===== config.mk =====
export PLATFORM = sky130hd
export DESIGN_NAME = sram_ctrl
export DESIGN_NICKNAME = d
export VERILOG_FILES = /design/src/rtl/sram_ctrl_pkg.sv /design/src/rtl/sram_ctrl_seq.sv /design/src/rtl/sram_ctrl_dpath.sv /design/src/rtl/sram_ctrl.sv
export SDC_FILE = /design/constraint.sdc
export NUM_CORES = 1
export LEC_CHECK = 0
export ABC_AREA = 1
export CAP_MARGIN = 20
export CORE_MARGIN = 2
export CORE_UTILIZATION = 46
export DETAILED_ROUTE_END_ITERATION = 8
export PLACE_DENSITY_LB_ADDON = 0.1
export SETUP_SLACK_MARGIN = 0.4
export SYNTH_ARGS = -nofsm -noshare
export SYNTH_HDL_FRONTEND = slang
export SYNTH_SLANG_ARGS = --single-unit

===== constraint.sdc =====
create_clock -name clk -period 5.3 [get_ports clk]
set_input_delay 0.53 -clock clk [delete_from_list [all_inputs] [get_ports clk]]
set_output_delay 0.53 -clock clk [all_outputs]
set_load 0.02 [all_outputs]

===== src/rtl/sram_ctrl_pkg.sv =====
package sram_ctrl_pkg;
  typedef enum logic [2:0] {
    ST_IDLE,
    ST_RD,
    ST_TURN,
    ST_WSETUP,
    ST_WLOW,
    ST_WHOLD
  } state_e;

  typedef struct packed {
    logic ce_n;
    logic oe_n;
    logic we_n;
    logic drive;
  } strobe_t;

  function automatic strobe_t decode_strobe(state_e s);
    strobe_t r;
    r.ce_n  = !(s == ST_RD || s == ST_WSETUP || s == ST_WLOW || s == ST_WHOLD);
    r.oe_n  = (s != ST_RD);
    r.we_n  = (s != ST_WLOW);
    r.drive = (s == ST_WSETUP || s == ST_WLOW || s == ST_WHOLD);
    return r;
  endfunction
endpackage


===== src/rtl/sram_ctrl_seq.sv =====
module sram_ctrl_seq
  import sram_ctrl_pkg::*;
#(
  parameter int RD_CYC     = 9,
  parameter int WR_LOW_CYC = 7,
  parameter int TA_CYC     = 4
) (
  input  logic clk,
  input  logic rst_n,
  input  logic req_valid,
  input  logic req_we,
  output logic req_ready,
  output logic accept,
  output logic capture,
  output logic ram_ce_n,
  output logic ram_oe_n,
  output logic ram_we_n,
  output logic ram_dq_oe
);
  localparam int MAXC = (RD_CYC > WR_LOW_CYC) ? ((RD_CYC > TA_CYC) ? RD_CYC : TA_CYC)
                                              : ((WR_LOW_CYC > TA_CYC) ? WR_LOW_CYC : TA_CYC);
  localparam int CW = $clog2(MAXC + 1);

  state_e        state_q, state_nxt;
  logic [CW-1:0] cnt_q, cnt_nxt;
  logic          cnt_en;
  strobe_t       stb_q, stb_nxt;
  logic          ready_nxt;

  assign accept  = req_valid && req_ready;
  assign capture = (state_q == ST_RD) && (cnt_q == '0);

  always_comb begin
    state_nxt = state_q;
    cnt_nxt   = cnt_q;
    cnt_en    = 1'b0;
    case (state_q)
      ST_IDLE: if (accept) begin
        cnt_en = 1'b1;
        if (req_we) begin
          state_nxt = ST_WSETUP;
          cnt_nxt   = '0;
        end else begin
          state_nxt = ST_RD;
          cnt_nxt   = CW'(RD_CYC - 1);
        end
      end
      ST_RD: begin
        cnt_en = 1'b1;
        if (cnt_q == '0) begin
          state_nxt = ST_TURN;
          cnt_nxt   = CW'(TA_CYC - 1);
        end else cnt_nxt = cnt_q - 1'b1;
      end
      ST_TURN: begin
        cnt_en = 1'b1;
        if (cnt_q == '0) state_nxt = ST_IDLE;
        else cnt_nxt = cnt_q - 1'b1;
      end
      ST_WSETUP: begin
        cnt_en    = 1'b1;
        state_nxt = ST_WLOW;
        cnt_nxt   = CW'(WR_LOW_CYC - 1);
      end
      ST_WLOW: begin
        cnt_en = 1'b1;
        if (cnt_q == '0) state_nxt = ST_WHOLD;
        else cnt_nxt = cnt_q - 1'b1;
      end
      ST_WHOLD: state_nxt = ST_IDLE;
      default:  state_nxt = ST_IDLE;
    endcase
    stb_nxt   = decode_strobe(state_nxt);
    ready_nxt = (state_nxt == ST_IDLE);
  end

  always_ff @(posedge clk or negedge rst_n) begin
    if (!rst_n) begin
      state_q   <= ST_IDLE;
      stb_q     <= '{ce_n: 1'b1, oe_n: 1'b1, we_n: 1'b1, drive: 1'b0};
      req_ready <= 1'b1;
    end else begin
      state_q   <= state_nxt;
      stb_q     <= stb_nxt;
      req_ready <= ready_nxt;
    end
  end

  always_ff @(posedge clk or negedge rst_n) begin
    if (!rst_n)      cnt_q <= '0;
    else if (cnt_en) cnt_q <= cnt_nxt;
  end

  assign ram_ce_n  = stb_q.ce_n;
  assign ram_oe_n  = stb_q.oe_n;
  assign ram_we_n  = stb_q.we_n;
  assign ram_dq_oe = stb_q.drive;

  assert_we_in_ce_R4: assert property (@(posedge clk) disable iff (!rst_n)
    !ram_we_n |-> (!ram_ce_n && ram_oe_n && ram_dq_oe));

  assert_ready_idle_R2: assert property (@(posedge clk) disable iff (!rst_n)
    req_ready |-> (ram_ce_n && ram_oe_n && ram_we_n && !ram_dq_oe));

  assert_read_leaves_gap_R6: assert property (@(posedge clk) disable iff (!rst_n)
    $rose(ram_oe_n) |-> !ram_dq_oe);
endmodule


===== src/rtl/sram_ctrl_dpath.sv =====
module sram_ctrl_dpath #(
  parameter int AW = 18,
  parameter int DW = 16,
  localparam int NB = DW / 8
) (
  input  logic          clk,
  input  logic          rst_n,
  input  logic          accept,
  input  logic          capture,
  input  logic [AW-1:0] req_addr,
  input  logic [DW-1:0] req_wdata,
  input  logic [NB-1:0] req_mask,
  input  logic [DW-1:0] ram_dq_i,
  output logic [AW-1:0] ram_addr,
  output logic [NB-1:0] ram_be_n,
  output logic [DW-1:0] ram_dq_o,
  output logic          rsp_valid,
  output logic [DW-1:0] rsp_rdata
);
  logic [AW-1:0] addr_q;
  logic [DW-1:0] wdata_q;
  logic [NB-1:0] mask_q;
  logic [DW-1:0] lane_keep;

  for (genvar b = 0; b < NB; b++) begin : g_lane
    assign lane_keep[b*8 +: 8] = {8{mask_q[b]}};
  end

  always_ff @(posedge clk or negedge rst_n) begin
    if (!rst_n) begin
      addr_q  <= '0;
      wdata_q <= '0;
      mask_q  <= '0;
    end else if (accept) begin
      addr_q  <= req_addr;
      wdata_q <= req_wdata;
      mask_q  <= req_mask;
    end
  end

  always_ff @(posedge clk or negedge rst_n) begin
    if (!rst_n) begin
      rsp_valid <= 1'b0;
      rsp_rdata <= '0;
    end else begin
      rsp_valid <= capture;
      if (capture) rsp_rdata <= ram_dq_i & lane_keep;
    end
  end

  assign ram_addr = addr_q;
  assign ram_be_n = ~mask_q;
  assign ram_dq_o = wdata_q;

  assert_rsp_single_R3: assert property (@(posedge clk) disable iff (!rst_n)
    rsp_valid |=> !rsp_valid);
endmodule


===== src/rtl/sram_ctrl.sv =====
module sram_ctrl #(
  parameter int RD_CYC     = 9,
  parameter int WR_LOW_CYC = 7,
  parameter int TA_CYC     = 4
) (
  input  logic        clk,
  input  logic        rst_n,
  input  logic        req_valid,
  output logic        req_ready,
  input  logic        req_we,
  input  logic [17:0] req_addr,
  input  logic [15:0] req_wdata,
  input  logic [1:0]  req_mask,
  output logic        rsp_valid,
  output logic [15:0] rsp_rdata,
  output logic [17:0] ram_addr,
  output logic        ram_ce_n,
  output logic        ram_oe_n,
  output logic        ram_we_n,
  output logic        ram_lb_n,
  output logic        ram_ub_n,
  output logic [15:0] ram_dq_o,
  output logic        ram_dq_oe,
  input  logic [15:0] ram_dq_i
);
  logic [1:0] rst_sync_q;
  logic       rst_s_n;
  logic       accept, capture;
  logic [1:0] be_n;

  always_ff @(posedge clk or negedge rst_n) begin
    if (!rst_n) rst_sync_q <= 2'b00;
    else        rst_sync_q <= {rst_sync_q[0], 1'b1};
  end
  assign rst_s_n = rst_sync_q[1];

  sram_ctrl_seq #(
    .RD_CYC(RD_CYC), .WR_LOW_CYC(WR_LOW_CYC), .TA_CYC(TA_CYC)
  ) u_seq (
    .clk(clk), .rst_n(rst_s_n), .req_valid(req_valid), .req_we(req_we),
    .req_ready(req_ready), .accept(accept), .capture(capture),
    .ram_ce_n(ram_ce_n), .ram_oe_n(ram_oe_n), .ram_we_n(ram_we_n),
    .ram_dq_oe(ram_dq_oe)
  );

  sram_ctrl_dpath #(.AW(18), .DW(16)) u_dpath (
    .clk(clk), .rst_n(rst_s_n), .accept(accept), .capture(capture),
    .req_addr(req_addr), .req_wdata(req_wdata), .req_mask(req_mask),
    .ram_dq_i(ram_dq_i), .ram_addr(ram_addr), .ram_be_n(be_n),
    .ram_dq_o(ram_dq_o), .rsp_valid(rsp_valid), .rsp_rdata(rsp_rdata)
  );

  assign ram_lb_n = be_n[0];
  assign ram_ub_n = be_n[1];

  assert_no_drive_in_read_R6: assert property (@(posedge clk) disable iff (!rst_s_n)
    !ram_oe_n |-> !ram_dq_oe);

  assert_addr_steady_R1: assert property (@(posedge clk) disable iff (!rst_s_n)
    (!ram_ce_n && $past(!ram_ce_n)) |-> $stable(ram_addr));

  assert_busy_ignores_R8: assert property (@(posedge clk) disable iff (!rst_s_n)
    !req_ready |=> ($stable(ram_addr) && $stable(ram_dq_o)));
endmodule


Yosys cells after proc, flatten, opt, wreduce, memory -nomap -nowiden:

Index checks and enable logic that the tools add are counted.

* add/sub/neg operators: 1
* equal/unequal tests: 12
* mux-type cells: 13
* bitwise gates (word level): 2
* reductions and logical operators: 15

Operator list (number)
* AND 16 bit: 1
* two-way mux 4 bit: 4
* one-hot mux 4 bit (4 select lines): 1
* one-hot mux 3 bit (5 select lines): 1
* two-way mux 3 bit: 4
* equality test 3 x 2 -> 1 bit (second input constant): 3
* equality test 3 bit (second input constant): 3
* equality test 3 x 1 -> 1 bit (second input constant): 2
* logical NOT 3 bit: 2
* logical OR 1 bit: 5
* logical NOT 4 bit: 1
* != test 2 bit (second input constant): 2
* AND reduction 4 bit: 1
* nonzero test 4 bit: 1
* OR reduction 4 bit: 1
* subtractor 4 x 1 -> 4 bit (second input constant): 1
* != test 3 x 1 -> 1 bit (second input constant): 1
* != test 3 bit (second input constant): 1
* logical AND 1 bit: 2
* two-way mux 2 bit: 1
* NOT 2 bit: 1
* one-hot mux 1 bit (2 select lines): 1
* OR reduction 2 bit: 1
* logical NOT 1 bit: 1
* two-way mux 1 bit: 1

* bits in registers: 67
* input port bits: 56
* output and inout port bits: 58
* word-level logic and storage cells: 56

Depth between registers and ports, before layout:

Gate-level depths: netlist (run 1).

* depth in word-level cells: 8
* depth in mapped cells: 9
* mapped depth without buffers: 9

Modules after synthesis:

A second synthesis (run 1) with hierarchy kept.

* cells, all modules: 315
* area total of the unflattened synthesis: 2829.0 µm²

Modules (own cells, without submodules)
* sram_ctrl_dpath: times used 1, cells an instance 225, area each 2102.0 µm², seq. area each 1326.3 µm²
* sram_ctrl_seq: times used 1, cells an instance 87, area each 673.1 µm², seq. area each 305.3 µm²
* sram_ctrl: times used 1, cells an instance 3, area each 53.8 µm², seq. area each 50.0 µm²

Worst setup path before layout (run 1):

Ideal clock, no wire load.

* kind: register to register
* start: register u_seq.req_ready
* end: register u_dpath.addr_q[12] (netlist: u_dpath.ram_addr[12])
* setup time: 0.066 ns
* arrival time: 1.263 ns
* data required time: 5.234 ns
* slack: 3.971 ns
* stages on the path, launching flop included: 7
* path buffers: 2
* clock period less this slack: 1.329 ns
* cell sequence: dfstp_2 -> nand2_1 -> inv_1 -> buf_4 -> buf_4 -> nand2_1 -> nand2_1

* cells in the longest elaborated chain, start to end: 1

RTL lines
* start: declaration: line sram_ctrl_seq.sv:12 `output logic req_ready,`
* start signal: assignment: line sram_ctrl_seq.sv:85 `req_ready <= ready_nxt;`
* logical AND 1 bit: line sram_ctrl_seq.sv:30 `assign accept = req_valid && req_ready;`
* end signal: assignment: line sram_ctrl_dpath.sv:35 `addr_q <= req_addr;`
* end: declaration: line sram_ctrl_dpath.sv:20 `logic [AW-1:0] addr_q;`

Every way passes these cells.
A chain may end at the register's enable or synchronous reset.

Worst setup path after layout (run 1):

* start: input port req_valid
* end: register u_seq.cnt_q[1]

* cells in the longest elaborated chain, start to end: 4
* elaborated cells on any way between the ends: 5
* classes of those cells: 1 x eq/ne; 2 x mux; 2 x reduce/logical

RTL lines
* start: declaration: line sram_ctrl.sv:8 `input logic req_valid,`
* logical AND 1 bit *: line sram_ctrl_seq.sv:30
* two-way mux 1 bit: line sram_ctrl_seq.sv:38 `ST_IDLE: if (accept) begin`
* one-hot mux 1 bit (2 select lines): line sram_ctrl_seq.sv:37 `case (state_q)`
* AND reduction 4 bit (no line) *
* end signal: assignment: line sram_ctrl_seq.sv:91 `else if (cnt_en) cnt_q <= cnt_nxt;`
* end: declaration: line sram_ctrl_seq.sv:25 `logic [CW-1:0] cnt_q, cnt_nxt;`

Mark *: on every way between the ends. The rest lies on a longest branch, timed or not.

==> results, run 1 <==
- The full die area is 6810 µm².
- The global route total overflow is 0.
- For the pin with the worst max-slew slack, the measured transition is 672 ps.
- The die outline width is 82.5 µm.
- Clock latency on the worst-skew pair, taken at its later pin, is 330 ps.
- The number of gates resized after cts is 0.
- The setup skew after layout is 7.60 ps.
- The register clock-pin slew on the reported worst setup and hold paths is 70 ps.
- The max-capacitance violation count is 0.
- The final layout contains routed wiring with a total length of 6330 µm.
- The setup check on the worst reg-to-reg path leaves a slack of 3370 ps.
- The instance count of the mapped netlist is 316.
- The critical path class is in -> reg.
- The portion of the post-synthesis area used by sequential elements is 0.593.
- In this run the worst path has a maximum fanout of 35.
- Detailed routing inserted a total of 2390 vias.
- During placement, the flow inserted port buffers numbering 113.
- In the finished design, the share of the clock period the worst path needs comes to 0.399.
- The startpoint of the most critical register-to-register path is u_seq.req_ready.
- Clock tree synthesis found a total of 67 sinks.
- The relative slew slack is 0.552.
- The count of endpoints failing hold in the final timing report is 0.
- Dividing the detail-routed wire length by the instance count gives 12.4 µm.
- The synthesized design spends more area on one cell type than any other, namely sky130_fd_sc_hd__dfrtp_1.
- The area taken by multi-input logic gates is 1010 µm².
- The initial utilization of the core area, before any placement, comes to 0.476.
- STA classifies the critical path endpoint as a register.
- Timing would allow up to 472 MHz.
- For the worst flop-to-flop path, the logic depth is 9.
- The number of antenna violations at the first check in global routing was 0.
- The global placer's final weighted congestion is 0.875.
- The worst hold slack is 303 ps.
- Setup repair after global routing left no endpoint under its margin.
- Before antenna repair, the detailed router went through 4 iterations.
- The worst hold path belongs to the class reg -> async.
- 114 I/O pins were placed.
- The clock root buffer is sky130_fd_sc_hd__clkbuf_8.
- The number of different library cells used by synthesis comes to 24.
- The maximum root-to-sink buffer count is 2.
- Sorting the synthesized cells by area gives the leading types as sky130_fd_sc_hd__dfrtp_1 56%, sky130_fd_sc_hd__nand2_1 22%, sky130_fd_sc_hd__o21ai_2 5.2%.
- The number of standard-cell rows in the floorplan is 28.
- The die is 82.5 µm tall.
- The netlist area before placement is 2840 µm².
- The number of global-route vias before repair was 2294.
- STA classifies the critical path startpoint as an input port.
- The total of flip-flops plus latches after synthesis is 67.
- The post-CTS setup buffer count is 0.
- The core region is 5960 µm².
- The filler cells instantiated in the layout total 484.
- The flow ran to the end, and the final reports show no timing, DRC or antenna violations.
- During synthesis, Yosys emitted a total of 0 warnings.
- After legalization and detailed placement, the total HPWL measured 4540 µm.
- The number of hold buffers added after CTS was 0.
- In this run the critical register-to-register path is captured at u_seq.cnt_q[1].
- Before CTS, the worst setup slack after placement is 2830 ps.
- In the final layout, the share of cells above drive strength 1 is 0.124.
- The number of antenna cells inserted is 0.
- The number of max-slew violations in the final report is 0.
- For this run, the total global-route usage over all layers was measured as 0.196.
- The worst path required time is 5570 ps.
- The synthesis-to-layout area growth is 49.2%.
- At the worst endpoint, the arrival time is 2390 ps.
- The fraction of post-synthesis cell area in the top cell type by area is 0.556.
- The antenna violation net count after detailed routing is 0.
- In this run the power density over the cells is 626 nW/µm².
- Summed over all failing endpoints, the final setup total negative slack is 0 ps.
- The net count after synthesis is 374.
- For this run, design rule violations remaining after detail routing come to 0.
- The first global-routing pass estimated 10000 µm of wire.
- Setup violations remaining at the end of the flow were counted as 0.
- The number of clock buffers inserted by TritonCTS is 9.
- After detailed routing, the number of vias per cell comes to 4.68.
- The worst path needs 2120 ps of the cycle, external delays included.
- VDD sags by at most 346 µV.
- The sequential cells in the finished layout cover a total of 1680 µm².
- The CTS tree is yes.
- At the end of the flow, the number of nets in the layout was 489.
- In this run, the number of DRC markers left after iteration 0 of detailed routing was 85.
- Entering global routing, the biggest net connects 38 pins.
- After layout, the worst setup slack is 3180 ps.
- For this design the static power due to leakage is 2.07 nW.
- The synthesized area per cell is 8.98 µm².
- The H-tree depth reported by CTS is 3.
state kept, by name, summed over array words and instances (netlist names):
signal	flops
u_dpath.rsp_rdata	16
u_dpath.ram_dq_o	16
u_dpath.mask_q	2
u_seq.ram_oe_n	1
u_dpath.rsp_valid	1
u_seq.req_ready	1
u_dpath.ram_addr	18
u_seq.ram_ce_n	1
u_seq.ram_we_n	1
u_seq.state_q	3
u_seq.ram_dq_oe	1
u_seq.cnt_q	4
rst_sync_q	2
cells in the final DEF, fill, tap and decap left out:
cell type,count
sky130_fd_sc_hd__a21boi_0,1
sky130_fd_sc_hd__a21oi_1,1
sky130_fd_sc_hd__a21oi_2,1
sky130_fd_sc_hd__buf_16,1
sky130_fd_sc_hd__buf_4,2
sky130_fd_sc_hd__bufinv_16,2
sky130_fd_sc_hd__clkbuf_1,1
sky130_fd_sc_hd__clkbuf_8,9
sky130_fd_sc_hd__clkdlybuf4s50_1,113
sky130_fd_sc_hd__clkinv_2,4
sky130_fd_sc_hd__conb_1,1
sky130_fd_sc_hd__dfrtp_1,62
sky130_fd_sc_hd__dfrtp_2,1
sky130_fd_sc_hd__dfstp_2,4
sky130_fd_sc_hd__ha_1,2
sky130_fd_sc_hd__inv_1,16
sky130_fd_sc_hd__inv_2,2
sky130_fd_sc_hd__nand2_1,164
sky130_fd_sc_hd__nand2_2,5
sky130_fd_sc_hd__nand2_4,2
sky130_fd_sc_hd__nand3_1,8
sky130_fd_sc_hd__nand4_1,4
sky130_fd_sc_hd__nor2_1,4
sky130_fd_sc_hd__nor2_2,3
sky130_fd_sc_hd__nor2_4,1
sky130_fd_sc_hd__o21ai_0,4
sky130_fd_sc_hd__o21ai_2,17
sky130_fd_sc_hd__xor2_1,1
through the flow:
stage / cell area (µm²) / instances / power (W) / util
4_1_cts: 4230 / 511 / 0.00268 / 0.711
5_1_grt: 4230 / 511 / 0.00284 / 0.711
2_1_floorplan: 2840 / 316 / 0.00166 / -
3_3_place_gp: 4000 / 494 / 0.00219 / 0.671
6_report: 4230 / 511 / 0.00265 / 0.711
3_5_place_dp: 4030 / 495 / 0.00223 / 0.676
power breakdown:
part | switching (W) | leakage (nW) | total [W] | internal (W)
clock network | 0.000181 | 0.110 | 0.000443 | 0.000262
logic | 0.000725 | 1.13 | 0.00131 | 0.000580
registers | 0.000154 | 0.835 | 0.000903 | 0.000749
total | 0.00106 | 2.07 | 0.00265 | 0.00159
kinds of logic (layout without fill, tap and decap cells):
kind of cell / count (synthesis) / count (layout) / synth area share
and+or+nand+nor: 191 / 191 / 0.275
DFF: 67 / 67 / 0.593
buffers and inverters: 30 / 150 / 0.0521
AOI/OAI and AO/OA: 24 / 24 / 0.0670
adders and majority gates: 2 / 2 / 0.00882
other: 1 / 1 / 0.00132
xor gates and xnor gates: 1 / 1 / 0.00309
metal layers:
layer,wire [µm],track usage
met5,0,0
met1,2830,0.254
met2,2920,0.300
met3,468,0.0587
met4,112,0.0951
worst max-delay path, stage by stage:
cell and delay [ps]:
sky130_fd_sc_hd__clkdlybuf4s50_1 400, sky130_fd_sc_hd__nand2_1 70, sky130_fd_sc_hd__buf_4 320, sky130_fd_sc_hd__inv_1 300, sky130_fd_sc_hd__buf_16 260, sky130_fd_sc_hd__o21ai_2 180
sky130_fd_sc_hd__inv_1 60, sky130_fd_sc_hd__nand2_1 120, sky130_fd_sc_hd__nand2_1 80, sky130_fd_sc_hd__nand2_1 70
area by class of cell:
cell class,count,area share
Sequential cell,67,0.398
Timing Repair Buffer,116,0.277
Multi-Input combinational cell,219,0.238
Clock buffer,10,0.0302
Tap cell,75,0.0222
Clock inverter,6,0.0189
Inverter,18,0.0160
cells in the mapped netlist:
master and instances:
sky130_fd_sc_hd__inv_2 2, sky130_fd_sc_hd__buf_2 1, sky130_fd_sc_hd__nand2_2 5, sky130_fd_sc_hd__nor2_4 1, sky130_fd_sc_hd__o21ai_2 17, sky130_fd_sc_hd__buf_6 3, sky130_fd_sc_hd__dfrtp_1 63, sky130_fd_sc_hd__nand4_1 4
sky130_fd_sc_hd__buf_4 3, sky130_fd_sc_hd__nor2_1 4, sky130_fd_sc_hd__conb_1 1, sky130_fd_sc_hd__a21oi_2 1, sky130_fd_sc_hd__nor2_2 3, sky130_fd_sc_hd__dfstp_2 4, sky130_fd_sc_hd__ha_1 2, sky130_fd_sc_hd__nand3_1 8
sky130_fd_sc_hd__a21boi_0 1, sky130_fd_sc_hd__nand2_1 164, sky130_fd_sc_hd__o21ai_0 4, sky130_fd_sc_hd__clkbuf_1 5, sky130_fd_sc_hd__nand2_4 2, sky130_fd_sc_hd__inv_1 16, sky130_fd_sc_hd__xor2_1 1, sky130_fd_sc_hd__a21oi_1 1
how the worst max path moves through the flow:
stage,to,slack [ps],cells after the start,startpoint
after floorplan,u_dpath.mask_q[0],3300,0,rst_sync_q[1]
after global placement,u_seq.ram_oe_n,2420,8,req_valid
after detailed placement,u_seq.cnt_q[1],2830,10,req_valid
after CTS,u_seq.cnt_q[1],3180,10,req_valid
after global routing,u_seq.cnt_q[1],3050,10,req_valid
final,u_seq.cnt_q[1],3180,10,req_valid
Note: power is estimated with default switching activity, not from simulation.
==> inputs of run 2 (changes only) <==
--- a/config.mk
+++ b/config.mk
@@ -8,7 +8,7 @@
 export ABC_AREA = 1
 export CAP_MARGIN = 20
 export CORE_MARGIN = 2
-export CORE_UTILIZATION = 46
+export CORE_UTILIZATION = 43
 export DETAILED_ROUTE_END_ITERATION = 8
 export PLACE_DENSITY_LB_ADDON = 0.1
 export SETUP_SLACK_MARGIN = 0.4
==> constraint.sdc (replaced) <==
create_clock -name clk -period 2.2 [get_ports clk]
set_input_delay 0.22 -clock clk [delete_from_list [all_inputs] [get_ports clk]]
set_output_delay 0.22 -clock clk [all_outputs]
set_load 0.02 [all_outputs]
==> run 2 against run 1 <==
Effect of this change:
- routed wire length rose by 1.8%
- critical path type is now reg -> out
- total power rose by 140%
- critical path depth fell by 9
- clock power rose by 140%
- hold slack got worse by 260 ps
- sequential power rose by 140%
- setup slack got worse by 2700 ps
- die area rose by 6.6%
- final area rose by 0.21%
- count of clock-buffer cells in the layout rose by 2
- global-route usage fell by 1.2 points
- sequential share of layout area fell by 0.082 points
==> results, run 2 (synthesis gave the netlist of run 1 again) <==
- The layout cell share with drive strength beyond 1 is 0.128 (+0.00429).
- The number of antenna cells inserted came to 0 (unchanged).
- The max-capacitance violation count is 0 (unchanged).
- The worst path required time is 1980 ps (-3590 ps).
- The setup skew after layout is 6.64 ps (-0.958 ps).
- The iteration-0 DRC count of the detailed router is 108 (+27%).
- The routed length per placed instance came to 12.5 µm (+1.2%).
- The overall routed net length is 6440 µm (+1.8%).
- The wire length of the first global-routing pass was 10500 µm (+4.4%).
- The leakage power is 2.08 nW (+0.41%).
- The number of clock buffers inserted by TritonCTS came to 9 (unchanged).
- The flow ran to the end, and the final reports show no timing, DRC or antenna violations.
- The full die area is 7260 µm² (+6.6%).
- The number of standard-cell rows in the floorplan is 29 (+3.6%).
- The effective utilization at floorplan was 0.447 (-0.0296).
- For this design, the slowest cell found on the critical path is sky130_fd_sc_hd__clkdlybuf4s50_1.
- The proportion of power drawn by flip-flops and latches is 0.341 (about the same).
- The setup violation total in the final timing report was 0 (unchanged).
- STA classifies the critical path startpoint as a register.
- The data arrival time of the worst path came to 1470 ps (-920 ps).
- The worst setup path is of the reg -> out kind.
- Compared with the post-synthesis result, the final layout area differs by 49.5%.
- The number of top-level pins is 114 (unchanged).
- The final setup TNS came to 0 ps (unchanged).
- The power density relative to cell area came to 1500 nW/µm² (+140%).
- STA classifies the critical path endpoint as an output port.
- The global router's overall resource usage is 0.184 (-0.0119).
- The die outline width is 85.2 µm (+3.3%).
- Leaving out fill and tap cells, the most frequent cell in the layout is sky130_fd_sc_hd__nand2_1.
- The relative slew slack is 0.610 (+0.0581).
- The global placer's final weighted congestion came to 0.855 (-2.3%).
- The post-route standard cell area excluding fillers is 4240 µm² (+0.21%).
- The largest stage delay on the critical path came to 590 ps (+190 ps).
- The count of input and output buffers was 113 (unchanged).
- The sum of net half-perimeters after detailed placement was 4560 µm (+0.53%).
- The largest net degree at the start of global routing is 39 (+2.6%).
- The number of global-route vias before repair was 2218 (-3.3%).
- The pin slew with the least headroom to its limit came to 585 ps (-87.1 ps).
- Static timing analysis puts the maximum clock frequency at 592 MHz.
- The worst hold slack is 43.9 ps (-259 ps).
- The register clock-pin slew on the reported worst setup and hold paths came to 70 ps (about the same).
- The number of flip-flops in the largest register was 18 (unchanged).
- The maximum root-to-sink buffer count is 2 (unchanged).
- The layout filler cell count is 511 (+5.6%).
- The DRC violations left is 0 (unchanged).
- The CTS tree is yes.
- The placeable core region is 6350 µm² (+6.6%).
- The portion of total power attributed to combinational logic came to 0.491 (about the same).
- After layout, the minimum clock period comes to 1690 ps.
- The ratio of routed vias to standard cells is 4.62 (-1.3%).
- The highest net fanout along the worst path is 2 (-94%).
- The count of endpoints failing hold in the final timing report was 0 (unchanged).
- Walking the worst path, the cells encountered are clkdlybuf4s50_1.
- The number of clock sinks seen by CTS is 67 (unchanged).
- The switching share of power is 0.405 (+0.00464).
- The number of max-slew violations in the final report is 0 (unchanged).
- The count of buffering cells on the critical path with inverters included is 1 (-4).
- The cell class contributing the biggest share of worst-path delay is buffers and inverters.
- The cell area after placement is 4030 µm² (about the same).
- The tightest min-delay check is of the in -> async type.
- The detailed-router iteration count before antenna repair is 4 (unchanged).
- Setup repair after global routing left no endpoint under its margin.
- In the layout the commonest cells are 164 x sky130_fd_sc_hd__nand2_1, 111 x sky130_fd_sc_hd__clkdlybuf4s50_1, 62 x sky130_fd_sc_hd__dfrtp_1, 17 x sky130_fd_sc_hd__o21ai_2, 16 x sky130_fd_sc_hd__inv_1.
- The H-tree depth reported by CTS was 3 (unchanged).
- The maximum vdd ir drop came to 811 µV (+130%).
- The final net count is 490 (+0.20%).
- The y dimension of the die is 85.2 µm (+3.3%).
- The via count is 2373 (-0.71%).
- The portion of the clock cycle consumed by the worst path in the final layout is 0.767.
- The internal power of the cells is 0.00379 W (+140%).
- The switching power of the nets is 0.00258 W (+140%).
- The clock latency reported for the late side of the worst-skew pair is 340 ps (about the same).
- The antenna violation net count after detailed routing is 0 (unchanged).
- The number of antenna violations at the first check in global routing came to 0 (unchanged).
- The tree is rooted in a sky130_fd_sc_hd__clkbuf_8.
- The global route total overflow was 0 (unchanged).
- The clock share of power was 0.168 (about the same).
[run 2: cell types whose count changed in the layout (fill, tap and decap cells not counted)]
cell / delta
sky130_fd_sc_hd__buf_12: +1
sky130_fd_sc_hd__buf_16: -1
sky130_fd_sc_hd__buf_4: +1
sky130_fd_sc_hd__bufinv_16: -1
sky130_fd_sc_hd__clkbuf_1: -1
sky130_fd_sc_hd__clkbuf_8: +3
sky130_fd_sc_hd__clkdlybuf4s50_1: -2
sky130_fd_sc_hd__clkinv_2: -2
sky130_fd_sc_hd__clkinvlp_4: +1
sky130_fd_sc_hd__dlygate4sd2_1: +1
sky130_fd_sc_hd__dlymetal6s2s_1: +1
[run 2: timing repair]
item	CTS	global route
gates resized for setup	1	1
setup endpoints to repair	1	1
setup buffers	0	0
hold buffers	0	0
[run 2: metrics by stage]
stage / setup WS [ps] / total power (W) / util / std cells
after detailed placement: 584 / 0.00534 / 0.634 / 498
after global placement: 614 / 0.00528 / 0.634 / 498
after floorplan: 871 / 0.00399 / - / 316
after CTS: 440 / 0.00643 / 0.668 / 514
after global routing: 412 / 0.00682 / 0.668 / 514
final: 512 / 0.00636 / 0.668 / 514
[run 2: layout make-up]
cell class                      instances  area (µm²)  area share
Timing Repair Buffer                  117        1170       0.277
Inverter                               18        67.6      0.0159
Tap cell                               77        96.3      0.0227
Sequential cell                        67        1680       0.397
Clock inverter                          4        47.5      0.0112
Clock buffer                           12         165      0.0389
Multi-Input combinational cell        219        1010       0.237
[run 2: final timing paths]
kind	end	cells past startpoint	from	slack, ps
max	req_ready	1	u_seq.req_ready	510
min	rst_sync_q[0]	1	rst_n	40
max reg2reg	u_seq.cnt_q[1]	8	u_seq.cnt_q[0]	570
min reg2reg	u_seq.state_q[1]	0	rst_sync_q[1]	270
max in group asynchronous	u_dpath.rsp_rdata[1]	1	rst_sync_q[1]	1350
min in group clk	rst_sync_q[1]	0	rst_sync_q[0]	350
[run 2: worst register-to-register path: cells and delay by family, from the launching register on]
| kind | cells | cell delay (ps) |
|---|---|---|
| AND/OR/NAND/NOR | 4 | 510 |
| adder cells (fa/ha/maj) | 1 | 160 |
| buffers and inverters | 2 | 300 |
| AO/OA/AOI/OAI | 1 | 230 |
| flip-flops | 1 | 380 |
[run 2: metal layers]
| layer | vias to the layer above | share of wire | GRT usage |
|---|---|---|---|
| met4 | 0 | 0.022 | 0.0794 |
| li1 | 1201 | - | - |
| met5 | - | 0 | 0 |
| met2 | 86 | 0.45 | 0.262 |
| met1 | 1074 | 0.45 | 0.250 |
| met3 | 12 | 0.082 | 0.0739 |
[run 2: power by group through the flow]
stage | Combinational (W) | Clock (W) | Sequential (W)
2_1_floorplan | 0.00128 | 0 | 0.00271
3_3_place_gp | 0.00310 | 0 | 0.00217
3_5_place_dp | 0.00316 | 0 | 0.00218
4_1_cts | 0.00316 | 0.00109 | 0.00217
5_1_grt | 0.00342 | 0.00115 | 0.00225
6_report | 0.00312 | 0.00107 | 0.00217
